`src/rtl/dbell_pkg.sv`:
```
package dbell_pkg;

    localparam int FLAGS  = 16;
    localparam int ADDR_W = 12;
    localparam int DATA_W = 32;

    localparam logic [11:0] OFS_CTRL   = 12'h000;
    localparam logic [11:0] OFS_CLR0   = 12'h024;
    localparam logic [11:0] OFS_MASK0  = 12'h028;
    localparam logic [11:0] OFS_STAT0  = 12'h02C;
    localparam logic [11:0] OFS_MSTAT0 = 12'h030;
    localparam logic [11:0] OFS_GEN1   = 12'h040;
    localparam logic [11:0] OFS_MASK1  = 12'h048;
    localparam logic [11:0] OFS_STAT1  = 12'h04C;
    localparam logic [11:0] OFS_MSTAT1 = 12'h050;

    typedef enum logic [2:0] {
        RD_ZERO,
        RD_STAT0,
        RD_MASK0,
        RD_MSTAT0,
        RD_STAT1,
        RD_MASK1,
        RD_MSTAT1
    } rd_src_e;

    typedef struct packed {
        logic clr0;
        logic mask0;
        logic gen1;
        logic mask1;
    } wr_sel_t;

    function automatic rd_src_e rd_lookup(input logic [11:0] ofs);
        case (ofs)
            OFS_STAT0:  return RD_STAT0;
            OFS_MASK0:  return RD_MASK0;
            OFS_MSTAT0: return RD_MSTAT0;
            OFS_STAT1:  return RD_STAT1;
            OFS_MASK1:  return RD_MASK1;
            OFS_MSTAT1: return RD_MSTAT1;
            default:    return RD_ZERO;
        endcase
    endfunction

endpackage

```
`src/rtl/dbell_bus_decode.sv`:
```
module dbell_bus_decode
    import dbell_pkg::*;
#(
    parameter int AW = ADDR_W
) (
    input  logic          psel_i,
    input  logic          penable_i,
    input  logic          pwrite_i,
    input  logic [AW-1:0] paddr_i,
    output wr_sel_t       wr_o,
    output rd_src_e       rd_o
);

    logic wr_fire;
    logic [11:0] ofs;

    assign wr_fire = psel_i && penable_i && pwrite_i;

    // Offsets are 12-bit; wider address buses must be zero above bit 11
    generate
        if (AW > 12) begin : g_wide
            logic hi_zero;
            assign hi_zero = (paddr_i[AW-1:12] == '0);
            assign ofs     = hi_zero ? paddr_i[11:0] : 12'hFFF;
        end else begin : g_narrow
            assign ofs = 12'(paddr_i);
        end
    endgenerate

    always_comb begin
        wr_o       = '0;
        wr_o.clr0  = wr_fire && (ofs == OFS_CLR0);
        wr_o.mask0 = wr_fire && (ofs == OFS_MASK0);
        wr_o.gen1  = wr_fire && (ofs == OFS_GEN1);
        wr_o.mask1 = wr_fire && (ofs == OFS_MASK1);
        rd_o       = (psel_i && !pwrite_i) ? rd_lookup(ofs) : RD_ZERO;
    end

endmodule

```
`src/rtl/dbell_flag_bank.sv`:
```
module dbell_flag_bank #(
    parameter int NF = 16
) (
    input  logic          clk,
    input  logic          rst,
    input  logic [NF-1:0] set_i,
    input  logic [NF-1:0] clr_i,
    input  logic          mask_we_i,
    input  logic [NF-1:0] mask_d_i,
    output logic [NF-1:0] stat_o,
    output logic [NF-1:0] mask_o,
    output logic [NF-1:0] mstat_o,
    output logic          irq_o
);

    logic [NF-1:0] stat_q;
    logic [NF-1:0] mask_q;

    // Clear is applied first, then set, so a colliding set survives
    always_ff @(posedge clk) begin
        if (rst) begin
            stat_q <= '0;
            mask_q <= '0;
        end else begin
            stat_q <= (stat_q & ~clr_i) | set_i;
            if (mask_we_i) mask_q <= mask_d_i;
        end
    end

    assign stat_o  = stat_q;
    assign mask_o  = mask_q;
    assign mstat_o = stat_q & ~mask_q;
    assign irq_o   = |mstat_o;

endmodule

```
`src/rtl/dbell_mailbox.sv`:
```
module dbell_mailbox
    import dbell_pkg::*;
#(
    parameter int NF = FLAGS,
    parameter int AW = ADDR_W,
    parameter int DW = DATA_W
) (
    input  logic          clk,
    input  logic          rst,
    input  logic          psel_i,
    input  logic          penable_i,
    input  logic          pwrite_i,
    input  logic [AW-1:0] paddr_i,
    input  logic [DW-1:0] pwdata_i,
    output logic [DW-1:0] prdata_o,
    input  logic [NF-1:0] rmt_raise_i,
    input  logic [NF-1:0] rmt_ack_i,
    output logic          irq_local_o,
    output logic          irq_remote_o
);

    localparam int NDIR = 2;

    wr_sel_t wr;
    rd_src_e rd;

    logic [NF-1:0] set_v   [NDIR];
    logic [NF-1:0] clr_v   [NDIR];
    logic          mwe_v   [NDIR];
    logic [NF-1:0] stat_v  [NDIR];
    logic [NF-1:0] mask_v  [NDIR];
    logic [NF-1:0] mstat_v [NDIR];
    logic          irq_v   [NDIR];

    logic [NF-1:0] wflags;
    logic          unused_hi;

    assign wflags    = pwdata_i[NF-1:0];
    assign unused_hi = ^pwdata_i[DW-1:NF];

    dbell_bus_decode #(.AW(AW)) u_dec (
        .psel_i    (psel_i),
        .penable_i (penable_i),
        .pwrite_i  (pwrite_i),
        .paddr_i   (paddr_i),
        .wr_o      (wr),
        .rd_o      (rd)
    );

    // Direction 0: remote raises, local clears
    assign set_v[0] = rmt_raise_i;
    assign clr_v[0] = wr.clr0 ? wflags : '0;
    assign mwe_v[0] = wr.mask0;
    // Direction 1: local raises, remote clears
    assign set_v[1] = wr.gen1 ? wflags : '0;
    assign clr_v[1] = rmt_ack_i;
    assign mwe_v[1] = wr.mask1;

    generate
        for (genvar d = 0; d < NDIR; d++) begin : g_dir
            dbell_flag_bank #(.NF(NF)) u_bank (
                .clk       (clk),
                .rst       (rst),
                .set_i     (set_v[d]),
                .clr_i     (clr_v[d]),
                .mask_we_i (mwe_v[d]),
                .mask_d_i  (wflags),
                .stat_o    (stat_v[d]),
                .mask_o    (mask_v[d]),
                .mstat_o   (mstat_v[d]),
                .irq_o     (irq_v[d])
            );
        end
    endgenerate

    logic [NF-1:0] rd_flags;

    always_comb begin
        case (rd)
            RD_STAT0:  rd_flags = stat_v[0];
            RD_MASK0:  rd_flags = mask_v[0];
            RD_MSTAT0: rd_flags = mstat_v[0];
            RD_STAT1:  rd_flags = stat_v[1];
            RD_MASK1:  rd_flags = mask_v[1];
            RD_MSTAT1: rd_flags = mstat_v[1];
            default:   rd_flags = '0;
        endcase
    end

    assign prdata_o     = {{(DW-NF){1'b0}}, rd_flags};
    assign irq_local_o  = irq_v[0];
    assign irq_remote_o = irq_v[1];

    // Flat views for the bound checker
    logic [NF-1:0] stat0_w, stat1_w, mask0_w, mask1_w;
    assign stat0_w = stat_v[0];
    assign stat1_w = stat_v[1];
    assign mask0_w = mask_v[0];
    assign mask1_w = mask_v[1];

endmodule

```
`config.mk`:
```
export PLATFORM = sky130hd
export DESIGN_NAME = dbell_mailbox
export DESIGN_NICKNAME = d
export VERILOG_FILES = /design/src/rtl/dbell_pkg.sv /design/src/rtl/dbell_bus_decode.sv /design/src/rtl/dbell_flag_bank.sv /design/src/rtl/dbell_mailbox.sv
export SDC_FILE = /design/constraint.sdc
export NUM_CORES = 1
export LEC_CHECK = 0
export BUFFER_PORTS_ARGS = -buffer_cell sky130_fd_sc_hd__buf_2
export CORE_UTILIZATION = 46
export DETAILED_ROUTE_END_ITERATION = 12
export PLACE_DENSITY_LB_ADDON = 0.25
export SKIP_CTS_REPAIR_TIMING = 1
export SLEW_MARGIN = 20
export SYNTH_ARGS = -nofsm -noshare
export SYNTH_HDL_FRONTEND = slang
export SYNTH_SLANG_ARGS = --single-unit
```
`constraint.sdc`:
```
create_clock -name clk -period 3 [get_ports clk]
set_input_delay 0.6 -clock clk [delete_from_list [all_inputs] [get_ports clk]]
set_output_delay 0.6 -clock clk [all_outputs]
set_load 0.01 [all_outputs]
```
==> metrics <==
first-pass GRT wire length 17530 µm; DP Area 4320 µm²; area leader, netlist dfxtp_1; number of diodes 0; Syn Inst Count 442; Worst Path Required 2.40 ns; H-tree levels 3; die extent in y 91.00 µm; crit start category input pin; clock transition at the registers of the reported paths 0.07 ns; status finished with violations; post-DP HPWL 7517 µm; leading post-synthesis cells by cell area dfxtp_1 35%, mux2i_1 8.8%, a21oi_1 6.9%; Arr. time, crit path 2.63 ns; Fill cells 691; fraction of layout cells with a size suffix above 1 0.2914; Cell Pwr Density 387.1 nW/µm²; RePlAce Congestion 0.8488; CTS Buffer Depth 2; Post-synth top flop dfxtp_1; vias per inst 5.605; die area 8280 µm²; Inst Count DP 633; final-report setup violation count 16; grt ovf 0; Final Hold Fails 0; share of the synthesized area in the top cell type 0.3516; post-route setup slack -0.2265 ns; critical path type in2out; root buf cell clkbuf_8; row cnt 32; Hold Path Depth 3; area grow syn2layout 27.99%; Initial Util 0.4740; Post-synth EDFFs 0; TritonCTS clock tree done; clock period minus worst slack 3.227 ns; fmax 309.9 MHz; top post-synthesis cells by count 64 x dfxtp_1, 50 x a21oi_1, 50 x nor2_1, 42 x nand2_1, 32 x mux2i_1; Setup WS pre-CTS -0.2561 ns; non-filler instance count after layout 651; ys async rst share 0; Final #Nets 625; max-cap viol count 0; Clock Latency Late Sink 0.34 ns; synthesized area 3643 µm²; drt wl/cell 16.93 µm; vias 3649; initial drt markers 287; Setup Skew 0 ns; Core Box Area 7687 µm²; CP Capture Type primary output; reg2reg path depth 3; die width 91.00 µm; First-pass DRT Iterations 8; aggregate negative setup slack -3.334 ns; vias in the first global route 3514; static leakage 0.001878 µW; flop and latch count out of synthesis 64; syn avg cell area 8.243 µm²; failing checks setup timing; Slew @ Worst Pin 0.5740 ns; initial antenna violation count 0; Hold Path Class in2reg; Antenna Nets Post-Route 0; Design Area, Final 4663 µm²; crit share post-route 1.076; most frequent cell after synthesis dfxtp_1; library cells used by synthesis 53; number of CTS-inserted buffers 9; IO Port Bufs 82; RSZ-0062 raised after global routing true; All-Layer GR Usage 0.2718; Post-Route WL 11020 µm; Slew Viols, Final 0; Top-Level Pins 115; pin count of the biggest net entering global routing 27; critical path fanouts, max 7; Max IR drop VDD 0.0003236 V; max_slew headroom 0.6075; Yosys warnings 0; # clock sinks 64; Residual DRC 0; post-synthesis sequential area ratio 0.3516
sequential cells by signal, indices dropped and copies added, names as in the netlist:
register and cells:
g_dir.u_bank.stat_o 32, g_dir.u_bank.mask_o 32
power breakdown:
group	internal (µW)	switching, µW
combinational	76.7	99.9
clock	427	323
sequential	865	13.3
total	1370	436
metrics by stage:
stage / hold slack (ns) / power, µW / utilization
2_1_floorplan: 0.4442 / 989.8 / -
3_3_place_gp: 0.4530 / 1060 / 0.5620
3_5_place_dp: 0.4596 / 1066 / 0.5620
4_1_cts: 0.4563 / 1807 / 0.5879
5_1_grt: 0.4676 / 1876 / 0.6066
6_report: 0.4589 / 1805 / 0.6066
cell usage in the layout (no fill, tap or decap), types with 3 or more instances in the layout:
cell / instances
a2bb2oi_1: 6
buf_6: 4
o22ai_1: 4
nand2_1: 42
dfxtp_1: 64
nor3_1: 3
a21oi_1: 50
buf_4: 28
inv_1: 30
buf_12: 5
buf_2: 79
conb_1: 16
o221ai_2: 10
a221oi_1: 3
nor2b_1: 26
nor2_1: 50
nand3_1: 18
a32oi_1: 7
clkbuf_8: 11
o221ai_4: 5
mux2i_1: 32
a22oi_1: 9
worst max-delay path, stage by stage:
cell and delay, ns:
buf_6 0.09, or4_4 0.55, nor2_4 0.13, or4b_4 0.47, or2_4 0.28, clkbuf_16 0.18, o221ai_2 0.17, buf_2 0.16
cell type report:
| cell class | count | area, µm² | area share |
|---|---|---|---|
| clock buffers | 13 | 158.9 | 0.03408 |
| clock inverters | 3 | 40.04 | 0.008586 |
| inverters | 30 | 112.6 | 0.02415 |
| multi-input cells | 322 | 2167 | 0.4647 |
| flip-flops and latches | 64 | 1281 | 0.2748 |
| well taps | 102 | 127.6 | 0.02737 |
| repair buffers | 117 | 775.7 | 0.1664 |
final timing paths:
| path | to | slack [ns] | from |
|---|---|---|---|
| hold reg to reg | g_dir[0].u_bank.mask_o[2] | 0.47 | g_dir[0].u_bank.mask_o[2] |
| setup reg to reg | g_dir[1].u_bank.stat_o[3] | 2.23 | g_dir[1].u_bank.stat_o[3] |
| setup / recovery | prdata_o[11] | -0.23 | paddr_i[1] |
| hold / removal | g_dir[0].u_bank.stat_o[1] | 0.46 | rmt_raise_i[1] |
metal layers:
| metal | track usage | wire [µm] |
|---|---|---|
| met5 | 0 | 0 |
| met4 | 0.07011 | 151 |
| met3 | 0.07621 | 769 |
| met2 | 0.4628 | 5436 |
| met1 | 0.3373 | 4665 |
logic make-up after synthesis:
logic type             Yosys count  share of synthesized area
AO/OA/AOI/OAI                  106                     0.2143
XOR/XNOR                         1                   0.002404
buffers and inverters           71                     0.1003
flip-flops                      64                     0.3516
multiplexers                    32                    0.08791
other                            1                   0.001029
AND/OR/NAND/NOR                167                     0.2424
(Power assumes the default switching activity.)
